File: src/rtl/pls_div_pkg.sv
package pls_div_pkg;
  typedef enum logic [1:0] {
    PSC_DIV8  = 2'd0,
    PSC_DIV16 = 2'd1,
    PSC_DIV32 = 2'd2,
    PSC_DIV64 = 2'd3
  } psc_mode_e;
endpackage

File: src/rtl/pls_main_cnt.sv
module pls_main_cnt #(
  parameter int B_W = 13
) (
  input  logic           clk_i,
  input  logic           rst_ni,
  input  logic [B_W-1:0] b_i,
  output logic           last_o
);
  localparam logic [B_W-1:0] B_ONE = B_W'(1);

  logic [B_W-1:0] cnt_q;

  // count remaining prescaler periods; reset value forces a load on the first edge
  always_ff @(posedge clk_i or negedge rst_ni) begin
    if (!rst_ni) begin
      cnt_q <= B_ONE;
    end else if (last_o) begin
      cnt_q <= (b_i == '0) ? B_ONE : b_i;
    end else begin
      cnt_q <= cnt_q - B_ONE;
    end
  end

  assign last_o = (cnt_q == B_ONE);


  cnt_nonzero_chk: assert property (@(posedge clk_i) disable iff (!rst_ni)
    !last_o |=> (cnt_q != '0));
endmodule

File: src/rtl/pls_swallow_cnt.sv
module pls_swallow_cnt #(
  parameter int A_W = 6
) (
  input  logic           clk_i,
  input  logic           rst_ni,
  input  logic           load_i,
  input  logic [A_W-1:0] a_i,
  output logic           mod_sel_o
);
  localparam logic [A_W-1:0] A_ONE = A_W'(1);

  logic [A_W-1:0] cnt_q;

  always_ff @(posedge clk_i or negedge rst_ni) begin
    if (!rst_ni) begin
      cnt_q <= '0;
    end else if (load_i) begin
      cnt_q <= a_i;
    end else if (cnt_q != '0) begin
      cnt_q <= cnt_q - A_ONE;
    end
  end

  assign mod_sel_o = (cnt_q != '0);


  a_no_inc_chk: assert property (@(posedge clk_i) disable iff (!rst_ni)
    !load_i |=> (cnt_q <= $past(cnt_q)));
endmodule

File: src/rtl/pls_cfg_latch.sv
module pls_cfg_latch
  import pls_div_pkg::*;
#(
  parameter int A_W = 6,
  parameter int B_W = 13
) (
  input  logic           clk_i,
  input  logic           rst_ni,
  input  logic           load_i,
  input  logic [A_W-1:0] a_i,
  input  logic [B_W-1:0] b_i,
  input  psc_mode_e      mode_i,
  output logic [B_W-1:0] b_len_o,
  output psc_mode_e      mode_o,
  output logic           err_o
);
  localparam logic [B_W-1:0] B_ONE = B_W'(1);

  logic [B_W-1:0] a_ext;
  logic           bad;

  assign a_ext = B_W'(a_i);
  assign bad   = (a_ext > b_i) || (b_i == '0);

  always_ff @(posedge clk_i or negedge rst_ni) begin
    if (!rst_ni) begin
      b_len_o <= B_ONE;
      mode_o  <= PSC_DIV8;
      err_o   <= 1'b0;
    end else if (load_i) begin
      b_len_o <= (b_i == '0) ? B_ONE : b_i;
      mode_o  <= mode_i;
      err_o   <= bad;
    end
  end
endmodule

File: src/rtl/pls_swallow_div.sv
module pls_swallow_div
  import pls_div_pkg::*;
#(
  parameter int A_W = 6,
  parameter int B_W = 13
) (
  input  logic           clk_i,
  input  logic           rst_ni,
  input  logic [A_W-1:0] a_i,
  input  logic [B_W-1:0] b_i,
  input  logic [1:0]     mode_i,
  output logic           mod_sel_o,
  output logic [1:0]     mode_o,
  output logic           div_o,
  output logic           cfg_err_o
);
  localparam logic [B_W-1:0] B_ONE = B_W'(1);

  logic           last;
  logic [B_W-1:0] b_len;
  psc_mode_e      mode_q;
  logic           div_q;

  pls_main_cnt #(.B_W(B_W)) u_main (
    .clk_i  (clk_i),
    .rst_ni (rst_ni),
    .b_i    (b_i),
    .last_o (last)
  );

  pls_swallow_cnt #(.A_W(A_W)) u_swallow (
    .clk_i     (clk_i),
    .rst_ni    (rst_ni),
    .load_i    (last),
    .a_i       (a_i),
    .mod_sel_o (mod_sel_o)
  );

  pls_cfg_latch #(.A_W(A_W), .B_W(B_W)) u_cfg (
    .clk_i   (clk_i),
    .rst_ni  (rst_ni),
    .load_i  (last),
    .a_i     (a_i),
    .b_i     (b_i),
    .mode_i  (psc_mode_e'(mode_i)),
    .b_len_o (b_len),
    .mode_o  (mode_q),
    .err_o   (cfg_err_o)
  );

  // pulse marks the first prescaler period of the new cycle
  always_ff @(posedge clk_i or negedge rst_ni) begin
    if (!rst_ni) div_q <= 1'b0;
    else         div_q <= last;
  end

  assign div_o  = div_q;
  assign mode_o = mode_q;


  swallow_rise_chk: assert property (@(posedge clk_i) disable iff (!rst_ni)
    $rose(mod_sel_o) |-> div_o);


  div_pulse_chk: assert property (@(posedge clk_i) disable iff (!rst_ni)
    div_o |=> (!div_o || $past(b_len) == B_ONE));


  mode_hold_chk: assert property (@(posedge clk_i) disable iff (!rst_ni)
    !div_o |-> $stable(mode_o));


  err_hold_chk: assert property (@(posedge clk_i) disable iff (!rst_ni)
    !div_o |-> $stable(cfg_err_o));
endmodule

File: config.mk
export PLATFORM = sky130hd
export DESIGN_NAME = pls_swallow_div
export DESIGN_NICKNAME = d
export VERILOG_FILES = /design/src/rtl/pls_div_pkg.sv /design/src/rtl/pls_main_cnt.sv /design/src/rtl/pls_swallow_cnt.sv /design/src/rtl/pls_cfg_latch.sv /design/src/rtl/pls_swallow_div.sv
export SDC_FILE = /design/constraint.sdc
export NUM_CORES = 1
export LEC_CHECK = 0
export ABC_AREA = 1
export BUFFER_PORTS_ARGS = -buffer_cell sky130_fd_sc_hd__buf_4
export CAP_MARGIN = 20
export CORE_MARGIN = 1.5
export CORE_UTILIZATION = 58
export DETAILED_ROUTE_END_ITERATION = 10
export PLACE_DENSITY = 0.8
export SYNTH_ARGS = -nofsm -noshare
export SYNTH_HDL_FRONTEND = slang
export SYNTH_HIERARCHICAL = 1
export SYNTH_SLANG_ARGS = --single-unit
File: constraint.sdc
create_clock -name clk_i -period 2.05 [get_ports clk_i]
set_input_delay 0.41 -clock clk_i [delete_from_list [all_inputs] [get_ports clk_i]]
set_output_delay 0.41 -clock clk_i [all_outputs]
set_load 0.02 [all_outputs]
* After elaboration in Yosys (flattened, before gate mapping)
Index checks and enable logic that the tools add are counted.
** Word-level totals
- Flip-flop bits (word level) :: 23
- Logic and storage cells :: 17
- Output and inout bits :: 5
** Operators by class
- Mux-type cells :: 4
- Reduce and logical (&&, ||, !) cells :: 4
- Eq/ne operators :: 1
- Order comparisons :: 1
- $add $sub $neg :: 2
** Operators with widths (number)
- 13-bit 2-to-1 mux :: 2
- 13-bit by 1-bit equality test with 1-bit output, second input constant :: 1
- 6-bit by 13-bit greater-than comparator with 1-bit output :: 1
- 13-bit zero test :: 1
- 13-bit by 1-bit subtractor with 13-bit output, second input constant :: 1
- 6-bit 2-to-1 mux :: 2
- 6-bit nonzero test :: 1
- 6-bit by 1-bit subtractor with 6-bit output, second input constant :: 1
- 2-bit nonzero test :: 1
- 1-bit logical OR :: 1

* Longest topological paths before layout
Gate-level depths: netlist of the first run.
- Depth after elaboration :: 3
- Gate-level depth with buffers :: 13

* Hierarchy
The synthesis of the first run kept the hierarchy.
** By module, submodules not included
- pls_main_cnt :: sequential area each 326.6 um2, instances 1, cells an instance 130, area an instance 878.3 um2
- pls_cfg_latch :: sequential area each 401.6 um2, instances 1, cells an instance 82, area an instance 815.8 um2
- pls_swallow_cnt :: sequential area each 150.1 um2, instances 1, cells an instance 52, area an instance 391.6 um2
- pls_swallow_div :: sequential area each 25.0 um2, instances 1, cells an instance 1, area an instance 25.0 um2

* Worst setup path before layout of the first run
Ideal clock, no wire load.
- Path type :: register to register
- Start :: reg u_main.cnt_q[0]
- End :: reg u_cfg/b_len_o[10] (netlist name)
- Path buffers :: 2
- Path slack :: 302 ps
- Arrival time :: 1624 ps
- Library setup time :: 125 ps
- Stages on the path, launching flop included :: 9
- Clock period less this slack :: 1748 ps
- Data required time :: 1925 ps
- Cells stage by stage :: dfstp_2 > ha_1 > nand2_1 > nor2_2 > nand2_2 > inv_4 > buf_12 > buf_2 > mux2_2
** RTL lines
- start: declaration :: RTL line pls_main_cnt.sv:11 : logic [B_W-1:0] cnt_q;
- start signal: assignment :: RTL line pls_main_cnt.sv:18 : cnt_q <= (b_i == '0) ? B_ONE : b_i;
- start signal: assignment :: RTL line pls_main_cnt.sv:20 : cnt_q <= cnt_q - B_ONE;

* Worst setup path after layout of the first run
- Start :: reg u_swallow.cnt_q[0]
- End :: out mod_sel_o
** Between the ends
- Word-level cells in the longest chain between the ends :: 1
** Ends and longest elaborated chain
- start: declaration :: RTL line pls_swallow_cnt.sv:12 : logic [A_W-1:0] cnt_q;
- start signal: assignment :: RTL line pls_swallow_cnt.sv:18 : cnt_q <= a_i;
- start signal: assignment :: RTL line pls_swallow_cnt.sv:20 : cnt_q <= cnt_q - A_ONE;
- 6-bit nonzero test :: RTL line pls_swallow_cnt.sv:24 : assign mod_sel_o = (cnt_q != '0);
- end: declaration :: RTL line pls_swallow_div.sv:12 : output logic mod_sel_o,
Every way passes these cells.

==> results.txt, run 1 <==
The die area is 0.003170 sq mm. The final critical-path share of the clock period came out at 85.53%. The count of final max-slew check failures came out at 0. The chip height is 56.30 um.

The vias after detailed routing is about 1500. In the final layout, the multi-input gates occupy 888.4 sq um. The number of buffers inserted by port buffering came out at 27.

The warning count from the yosys run is 6. The setup clock skew after layout is 0.01111 ns. The initial antenna violation count came out at 0.

The class of the worst hold path is primary input to register. Setup repair after global routing left no endpoint under its margin. The weighted congestion at the end of routability-driven global placement is 0.8540. The die span in x came out at 56.30 um. Summing every instance area after synthesis gives 0.001648 sq mm. The category of the critical setup timing path is register to primary output. The final number of hold-violating endpoints came out at 0. The area of all sequential standard cells came out at slightly below 600 sq um.

Buffers added to address setup during post-CTS repair amount to 0. The total negative slack came out at 0 ns. Timing would allow up to 570.3 MHz. The worst setup path is launched from a register. The region available for standard cell placement spans 0.002734 sq mm. Along the worst path, the maximum fanout reaches 4. The pin slew with the least headroom to its limit is 0.3038 ns. The number of nets produced by synthesis came out at 268. The max capacitance violation total came out at 0.

The number of nets in the layout came out at 297. The latest clock arrival within the worst-skew pair came out at a little over 0.3 ns. The first-pass iteration count of the detailed router is 4. The number of placed I/O pins came out at 28. The antenna diode count came out at 0. The flow ran to the end, and the final reports show no timing, DRC or antenna violations. The time the final worst path needs with I/O delays and setup is 1.753 ns. The final wirelength is 3158 um. The element type at the critical path end is a primary output. The total power consumption of the routed design is 0.7615 mW. The number of failing setup endpoints in the final timing report came out at 0. The per-cell routed wire length came out at 10.74 um. The remaining number of nets flagged by the antenna check after routing came out at 0. Timing analysis after detailed placement gives a worst setup slack of 0.3404 ns. The area growth from synthesis to layout is 14.58%. The detailed-route DRC error count is 0.

The depth of the CTS H-tree came out at 1. The starting density of the core came out at 60.27%. The first global-routing pass estimated approximately 5600 um of wire. The count of routing violations after the opening detailed-route iteration is 90. The fraction of final layout cells sized beyond drive strength 1 came out at 19.77%. A synthesized cell averages about 7 sq um.

In the routed layout, each cell is associated on average with a via count of 5.014. The maximum buffer depth of the clock tree is 2. Row generation in the floorplan step produced 19 rows. The total overflow left after global routing is 0. Once layout is complete, the utilization of the core stands at between 60% and 70%. The number of global-route vias before repair was 1349.

The CTS buffer count came out at 3. The worst endpoint required time is 1.64 ns. TritonCTS built the clock tree.

The CTS sink count is 23. The filler cells instantiated in the layout total 254. In this run the power density over the cells is 403.3 mW/mm^2. The endpoint arrival time on the critical path came out at about 1.3 ns. The cell count after synthesis is 235.

Setup slack closes at roughly 0.30 ns. VDD sags by at most 288.5 uV. Summed over all cells, the static leakage comes to around 0.95 nW.

The pin count of the biggest net entering global routing came out at 24. The root buffer cell is sky130_fd_sc_hd__clkbuf_4. Clock-pin slew was measured on the worst setup and hold paths at 0.14 ns. The total half-perimeter wirelength after legalization and detailed placement is 2518 um. In this run the tightest slew margin relative to its limit is 79.75%.

For this run, the total global-route usage over all layers was measured as 22.09%.
cells in the final DEF (no fill, tap or decap), drive strengths merged, types with 2 or more instances in the layout:
cell type,instances
a21oi,3
buf,28
clkbuf,3
dfrtp,22
ha,10
inv,35
mux2,2
nand2,83
nand3,18
nand4,2
nor2,33
o21ai,11
or2,2
xnor2,4
sequential cells by signal, summed over array words and instances, names as in the netlist:
name             count
u_cfg/mode_o         2
u_swallow/cnt_q      6
div_o                1
u_cfg/err_o          1
u_main/cnt_q        13
path summary, 6_finish.rpt:
check	startpoint	to	slack, ns	cells after the start
max	u_swallow/cnt_q[0]$_DFFE_PN0P_	mod_sel_o	0.30	4
max in group asynchronous	rst_ni	u_main/cnt_q[0]$_DFF_PN1_	1.24	2
min	a_i[3]	u_swallow/cnt_q[3]$_DFFE_PN0P_	0.30	3
min in group asynchronous	rst_ni	u_main/cnt_q[12]$_DFF_PN0_	0.53	2
min reg2reg	u_cfg/mode_o[0]$_DFFE_PN0P_	u_cfg/mode_o[0]$_DFFE_PN0P_	0.53	1
max reg2reg	u_main/cnt_q[0]$_DFF_PN1_	u_cfg/mode_o[0]$_DFFE_PN0P_	0.33	6
area by class of cell:
type / instances / share of cell area (%)
multi-input combinational: 172 / 47.05
sequential: 23 / 30.55
timing repair buffer: 29 / 11.66
inverter: 35 / 7.091
tap: 31 / 2.054
clock buffer: 3 / 1.193
clock inverter: 1 / 0.3976
power by group:
part           internal, mW  switching, mW  total, mW
logic                0.0432         0.0460     0.0892
registers             0.454              0      0.454
clock network        0.0743          0.144      0.218
total                 0.571          0.190      0.761
metal layers:
layer / vias up / track usage [%] / share of wire [%]
li1: 774 / - / -
met1: 665 / 29.46 / 46
met3: 2 / 2.535 / 4.6
met2: 33 / 38.15 / 49
met4: 0 / 5.782 / 0.60
met5: - / 0 / 0
per-stage QoR:
step,cells,hold WS (ns),cell area [sq um]
finish,294,0.3026,1888
detailed placement,289,0.3243,1848
floorplan,235,0.1144,1648
global placement,289,0.3201,1848
global route,294,0.3042,1888
CTS,294,0.2929,1888
worst max-delay path, stage by stage (launching register included):
cell and delay [ns]:
sky130_fd_sc_hd__dfrtp_1 0.45, sky130_fd_sc_hd__inv_1 0.11, sky130_fd_sc_hd__ha_1 0.19, sky130_fd_sc_hd__nand3_4 0.10, sky130_fd_sc_hd__buf_4 0.17
what timing repair did:
| item | in CTS | in global routing |
|---|---|---|
| hold buffers | 1 | 0 |
| endpoints found under the hold margin | 22 | 0 |
| resized for setup | 0 | 0 |
Note: power is estimated with default switching activity, not from simulation.
==> inputs of run 2 (changes only) <==
CORE_UTILIZATION = 60   (was 58)
CTS_BUF_LIST = sky130_fd_sc_hd__clkbuf_4   (was unset)
HOLD_SLACK_MARGIN = 0.12   (was unset)
PLACE_DENSITY = 0.83   (was 0.8)
==> run 2 against run 1 <==
Critical path depth is the same. Utilization grew 5.0 points. Global-route usage up 0.61 points. First-iteration DRC count fell by 22%. Via count fell by 0.41%. Clock power shrank 2%. Die area down 3.2%. Maximum frequency grew 0.42%.
==> results.txt, run 2 (same netlist as run 1, synthesis figures left out) <==
The worst setup path is captured at a primary output. The maximum single-stage delay on the critical path was 0.43 ns (-0.02 ns). The setup clock skew after layout came out at 0.003387 ns (-0.007721 ns).

The largest registers in the layout are u_main/cnt_q: 13 flops, u_swallow/cnt_q: 6 flops, u_cfg/mode_o: 2 flops. The final number of hold-violating endpoints is 0 (unchanged). The path class of the tightest hold or removal check is primary input to register. The starting density of the core came out at 64.75% (+4.5 points). The slowest stage of the critical path is the sky130_fd_sc_hd__dfrtp_1 cell. Leaving out fill and tap cells, the most frequent cell in the layout is sky130_fd_sc_hd__nand2_1. The clock transition time at the flip-flop clock pins of the worst setup and hold paths came to 0.13 ns (about the same). The worst register-to-register path ends at u_swallow/cnt_q[3]$_DFFE_PN0P_. The first-pass iteration count of the detailed router is 4 (unchanged).

The count of routing violations after the opening detailed-route iteration is 70 (-22%). The leakage component of the power came out at 0.9531 nW (+0.40%). The endpoint arrival time on the critical path came to 1.34 ns (about the same).

The critical path in this run is classified as register to primary output. The cell sitting at the root of the clock tree is a sky130_fd_sc_hd__clkbuf_4. The antenna diode count is 0 (unchanged). The chip height is 55.41 um (-1.6%). The time the final worst path needs with I/O delays and setup came out at 1.746 ns (-0.007309 ns). The cell area power density came out at 402.6 mW/mm^2 (-0.18%). Leaving out fill and tap cells, the most frequent cells in the layout are sky130_fd_sc_hd__nand2_1 (80), sky130_fd_sc_hd__inv_1 (34), sky130_fd_sc_hd__buf_4 (28). The standard cell core area came out at 0.002545 sq mm (-6.9%). The pin count of the biggest net entering global routing is 24 (unchanged). The critical path goes through inv_1, ha_1, nand3_4, buf_4. The post-layout instance count excluding filler cells is 293 (-0.34%). Setup repair after global routing left no endpoint under its margin. The CTS buffer count was 3 (unchanged). The maximum buffer depth of the clock tree came out at 2 (unchanged).

The number of buffers inserted by port buffering came out at 27 (unchanged). The first-pass GRT wire length was 5685 um (+1.7%). The number of nets in the layout was 297 (unchanged). The depth of the CTS H-tree came to 1 (unchanged). The number of flip-flops in the largest register was 13 (unchanged). In this run the worst setup path begins at u_swallow/cnt_q[0]$_DFFE_PN0P_. The per-cell routed wire length is 11.16 um (+3.9%). The core utilization of the finished layout is 74.04% (+5.0 points). The initial antenna violation count was 0 (unchanged). The maximum ir drop on the vdd rail came out at 365.6 uV (+27%). The CTS sink count is 23 (unchanged). The clock tree from TritonCTS is built. The number of failing setup endpoints in the final timing report came to 0 (unchanged). The pin slew with the least headroom to its limit was 0.3055 ns (+0.001741 ns). The total negative slack is 0 ns (unchanged). The flow ran to the end, and the final reports show no timing, DRC or antenna violations.

The die area is 0.003070 sq mm (-3.2%). The filler cell count is 231 (-9.1%). The number of rows created at floorplan was 18 (-1). The detailed-route DRC error count came out at 0 (unchanged). The worst endpoint required time came out at 1.64 ns (about the same). The post-placement cell area is 0.001847 sq mm (about the same). The startpoint type of the worst setup path is a register. The number of vias per cell is 5.010 (about the same). The max capacitance violation total is 0 (unchanged). The start of the worst register-to-register path is u_main/cnt_q[0]$_DFF_PN1_. The achievable clock frequency was 572.7 MHz (+0.42%).

The global-route congestion overflow total came out at 0 (unchanged). The post-synthesis to final-layout area growth is 14.35%. The number of buffers inserted to repair setup after CTS is 0 (unchanged). The remaining max-slew budget at the tightest pin is 79.63% (-0.12 points).

The post-route standard cell area excluding fillers is 0.001884 sq mm (-0.20%). The register-to-register path setup slack is 0.31 ns (-0.02 ns). The largest register by flop count is u_main/cnt_q. The placed instance count came to 288 (-0.35%). The die span in x came to 55.41 um (-1.6%). The biggest fanout along the worst timing path came to 4 (unchanged). The count of final max-slew check failures is 0 (unchanged). The fraction of final layout cells sized beyond drive strength 1 came out at 19.77% (unchanged). The number of global-route vias before repair came out at 1371 (+1.6%).

The most critical setup path has its endpoint at mod_sel_o. The total global-route track usage is 22.69% (+0.61 points). The latest clock arrival within the worst-skew pair came out at 0.31 ns (about the same). The worst reg2reg path depth came out at 10 (+4). The number of placed I/O pins was 28 (unchanged). The remaining number of nets flagged by the antenna check after routing is 0 (unchanged). The final critical-path share of the clock period is 85.17% (-0.36 points).

The total half-perimeter wirelength after legalization and detailed placement came out at 2562 um (+1.8%). The final wirelength is 3270 um (+3.5%). The vias after detailed routing came out at 1468 (-0.41%). The weighted congestion at the end of routability-driven global placement was 0.8363 (-2.1%).
run 2: stage by stage:
stage	hold slack [ns]	worst slack (ns)	power [mW]
after floorplan	0.1144	0.4211	0.4932
after detailed placement	0.3240	0.3186	0.5513
after global routing	0.3078	0.1590	0.7909
final	0.3123	0.3039	0.7586
after CTS	0.3058	0.2978	0.7645
after global placement	0.3214	0.3582	0.5482
run 2: layout make-up:
class	instances	area (sq um)	area share [%]
well taps	30	37.54	1.992
clock inverters	1	5.005	0.2656
multi-input cells	172	888.4	47.14
clock buffers	3	22.52	1.195
flip-flops and latches	23	576.8	30.61
repair buffers	29	220.2	11.69
inverters	35	133.9	7.105
run 2: routing by layer:
metal / track usage, % / share of wire [%] / up-vias
met5: 0 / 0 / -
met4: 5.923 / 0.40 / 0
met3: 2.810 / 3.3 / 2
met2: 38.95 / 47 / 23
met1: 30.19 / 49 / 664
li1: - / - / 779
run 2: worst min-delay path by stage:
stage	from	to	depth (start not counted)
detailed placement	rst_ni	u_swallow/cnt_q[1]$_DFFE_PN0P_	1
global placement	rst_ni	u_swallow/cnt_q[0]$_DFFE_PN0P_	1
floorplan	rst_ni	div_o$_DFF_PN0_	0
global route	b_i[11]	u_main/cnt_q[11]$_DFF_PN0_	3
finish	b_i[11]	u_main/cnt_q[11]$_DFF_PN0_	3
CTS	b_i[11]	u_main/cnt_q[11]$_DFF_PN0_	3
run 2: power breakdown:
part	internal, mW	switching [mW]	leakage, nW
clock	0.0728	0.141	0.0177
sequential	0.454	0	0.247
combinational	0.0438	0.0471	0.688
run 2: critical path: cells and delay by family, from the launching register on:
family                   cells  cell delay [ns]
adder cells (fa/ha/maj)      1             0.21
buffers and inverters        2             0.29
flip-flops                   1             0.43
AND/OR/NAND/NOR              1             0.10
run 2: what timing repair did:
action                                 4_1_cts  5_1_grt
endpoints found under the hold margin       22        0
hold buffers                                 1        0
gates resized for setup                      0        0
==> inputs of run 3 (changes only) <==
RECOVER_POWER = 100   (was unset)
==> run 3 against run 2 <==
Sequential power about the same. Clock-buffer cell count is the same. Flip-flop and latch count did not move. Clock skew is essentially flat. Critical path type unchanged.
==> results.txt, run 3 (same netlist as run 1, synthesis figures left out) <==
The remaining max-slew budget at the tightest pin is 16.24% (-63 points). The peak-usage layer in the global routing report is met2. The power share of the combinational group came out at 11.9% (about the same). The total half-perimeter wirelength after legalization and detailed placement came out at 2562 um (unchanged). The die span in x is 55.41 um (unchanged). The pin count of the biggest net entering global routing came out at 24 (unchanged).

The final critical-path share of the clock period came out at 87.30% (+2.1 points). The worst setup path is captured at a primary output. The per-cell routed wire length is 11.10 um (-0.52%).

The total power consumption of the routed design came out at 0.7524 mW (-0.82%). The weighted congestion at the end of routability-driven global placement came to 0.8363 (unchanged). The count of buffer and inverter cells on the critical path came out at 2 (unchanged). The cell area power density came out at 404.1 mW/mm^2 (+0.38%). The top cell types in the final layout, fill and taps aside, are sky130_fd_sc_hd__nand2_1 (80), sky130_fd_sc_hd__inv_1 (34), sky130_fd_sc_hd__nor2_1 (25). The core utilization of the finished layout came to 73.16% (-0.89 points). The post-placement cell area is 0.001847 sq mm (unchanged). The die area came to 0.003070 sq mm (unchanged). The final number of hold-violating endpoints is 0 (unchanged). The count of routing violations after the opening detailed-route iteration is 68 (-2.9%).

The latest clock arrival within the worst-skew pair came out at 0.30 ns (about the same). The number of hold-repair buffers added at the cts stage is 1 (unchanged). The post-synthesis to final-layout area growth came out at 12.98%.

The tightest hold margin came out at 0.3150 ns (+0.002706 ns). The switching share of power came out at 24.32% (-0.49 points). The biggest fanout along the worst timing path was 4 (unchanged). The clock transition time at the flip-flop clock pins of the worst setup and hold paths is 0.13 ns (about the same). The met1 usage came out at 30.19% (unchanged). The initial antenna violation count is 0 (unchanged). The slowest stage of the critical path belongs to the cell sky130_fd_sc_hd__dfrtp_1. The class of the worst hold path is primary input to register. The number of global-route vias before repair came to 1371 (unchanged). The number of rows created at floorplan came to 18 (unchanged). Walking the worst path, the cells encountered are inv_1, ha_1, nand3_4, clkbuf_1. The worst endpoint required time came to 1.64 ns (about the same). The met2 routing resource usage after global routing is 38.95% (unchanged). The number of failing setup endpoints in the final timing report is 0 (unchanged). The standard cell core area is 0.002545 sq mm (unchanged). The chip height was 55.41 um (unchanged). The vias after detailed routing is 1464 (-0.27%). The setup clock skew after layout came out at 0.003532 ns (+0.0001452 ns). The number of buffers inserted by port buffering came out at 27 (unchanged).

The number of buffers inserted to repair setup after CTS came to 0 (unchanged). The maximum ir drop on the vdd rail came out at 364.9 uV (-0.21%). The post-route standard cell area excluding fillers is 0.001862 sq mm (-1.2%). The kind of cell with the highest combined delay along the critical path is flip-flops. The CTS buffer count came out at 3 (unchanged). The tree is rooted in a sky130_fd_sc_hd__clkbuf_4.

The largest register by flop count is u_main/cnt_q. The achievable clock frequency is 558.8 MHz (-2.4%). The first-pass iteration count of the detailed router is 4 (unchanged).

The total negative slack came out at 0 ns (unchanged). The remaining number of nets flagged by the antenna check after routing came to 0 (unchanged). The final wirelength came to 3253 um (-0.52%). The detailed-route DRC error count is 0 (unchanged). The leakage component of the power came out at 0.9308 nW (-2.3%). The starting density of the core is 64.75% (unchanged). The max capacitance violation total came out at 0 (unchanged). The pin slew with the least headroom to its limit was 1.256 ns (+0.9508 ns).

The register share of total power is 60.3% (+0.5 points). The maximum buffer depth of the clock tree came out at 2 (unchanged). The depth of the CTS H-tree is 1 (unchanged).

The endpoint arrival time on the critical path came out at 1.38 ns (+0.04 ns). The first-pass GRT wire length is 5685 um (unchanged). The CTS sink count was 23 (unchanged). The number of vias per cell is 4.997 (-0.27%). The run finished with clean final reports. The internal power of the cells is 0.5694 mW (-0.17%).

Setup repair after global routing left no endpoint under its margin. The antenna diode count came to 0 (unchanged). The number of flip-flops in the largest register is 13 (unchanged).

The fraction of final layout cells sized beyond drive strength 1 is 17.49% (-2.3 points). STA classifies the critical path startpoint as a register. The total global-route track usage came out at 22.69% (unchanged). The largest registers in the layout are u_main/cnt_q: 13 flops, u_swallow/cnt_q: 6 flops, u_cfg/mode_o: 2 flops. The clock network power share is 27.8% (-0.4 points).

The number of placed I/O pins came out at 28 (unchanged). The maximum single-stage delay on the critical path is 0.41 ns (-0.02 ns). The critical path is of the register to primary output type. The global-route congestion overflow total is 0 (unchanged). The number of gates given a new drive strength after cts came out at 0 (unchanged). The met3 demand-to-capacity share in global routing came out at 2.810% (unchanged). The switching power summed over all nets came out at 0.1830 mW (-2.8%). The time the final worst path needs with I/O delays and setup came out at 1.790 ns (+0.04355 ns). The number of nets in the layout is 297 (unchanged). The most common cell after layout, fill and taps aside is sky130_fd_sc_hd__nand2_1. The clock tree from TritonCTS is built. The count of final max-slew check failures came out at 0 (unchanged).
run 3: cell types whose count changed in the layout (fill, tap and decap cells not counted):
cell | previous run | this run
sky130_fd_sc_hd__o21ai_0 | 10 | 11
sky130_fd_sc_hd__buf_4 | 28 | 22
sky130_fd_sc_hd__clkbuf_1 | 0 | 6
sky130_fd_sc_hd__o21ai_1 | 1 | 0
run 3: final cells by class:
type | count | area [sq um]
clock inverter | 1 | 5.005
tap | 30 | 37.54
multi-input combinational | 172 | 888.4
sequential | 23 | 576.8
clock buffer | 3 | 22.52
inverter | 35 | 133.9
timing repair buffer | 29 | 197.7
fill | 235 | 683.2
run 3: final timing paths:
kind / startpoint / endpoint / slack, ns / cells after the start
setup reg to reg: u_main/cnt_q[0]$_DFF_PN1_ / u_swallow/cnt_q[3]$_DFFE_PN0P_ / 0.30 / 10
max in group asynchronous: rst_ni / u_swallow/cnt_q[3]$_DFFE_PN0P_ / 0.43 / 2
min in group asynchronous: rst_ni / u_swallow/cnt_q[0]$_DFFE_PN0P_ / 0.89 / 2
hold reg to reg: u_swallow/cnt_q[1]$_DFFE_PN0P_ / u_swallow/cnt_q[1]$_DFFE_PN0P_ / 0.54 / 2
setup / recovery: u_swallow/cnt_q[0]$_DFFE_PN0P_ / mod_sel_o / 0.26 / 4
hold / removal: b_i[12] / u_main/cnt_q[12]$_DFF_PN0_ / 0.31 / 3
run 3: metrics by stage:
stage	setup WS, ns	cells
floorplan	0.4211	235
global placement	0.3582	288
detailed placement	0.3186	288
CTS	0.2978	293
global route	0.1530	293
finish	0.2604	293
run 3: routing by layer:
metal / vias to the layer above / wire, um / part of all wire [%]
met2: 30 / 1542 / 47
li1: 775 / - / -
met1: 657 / 1552 / 48
met3: 2 / 143 / 4.4
met4: 0 / 13 / 0.40
met5: - / 0 / 0
run 3: power by group through the flow:
stage	Clock (mW)	Combinational [mW]	Sequential, mW
5_1_grt	0.235	0.101	0.454
6_report	0.209	0.0897	0.454
2_1_floorplan	0	0.0308	0.462
4_1_cts	0.219	0.0913	0.454
3_3_place_gp	0	0.0860	0.462
3_5_place_dp	0	0.0890	0.462
run 3: worst min-delay path, cell delays in order:
cell                      delay (ns)
sky130_fd_sc_hd__buf_4          0.09
sky130_fd_sc_hd__nand2_1        0.05
sky130_fd_sc_hd__nand2_1        0.05
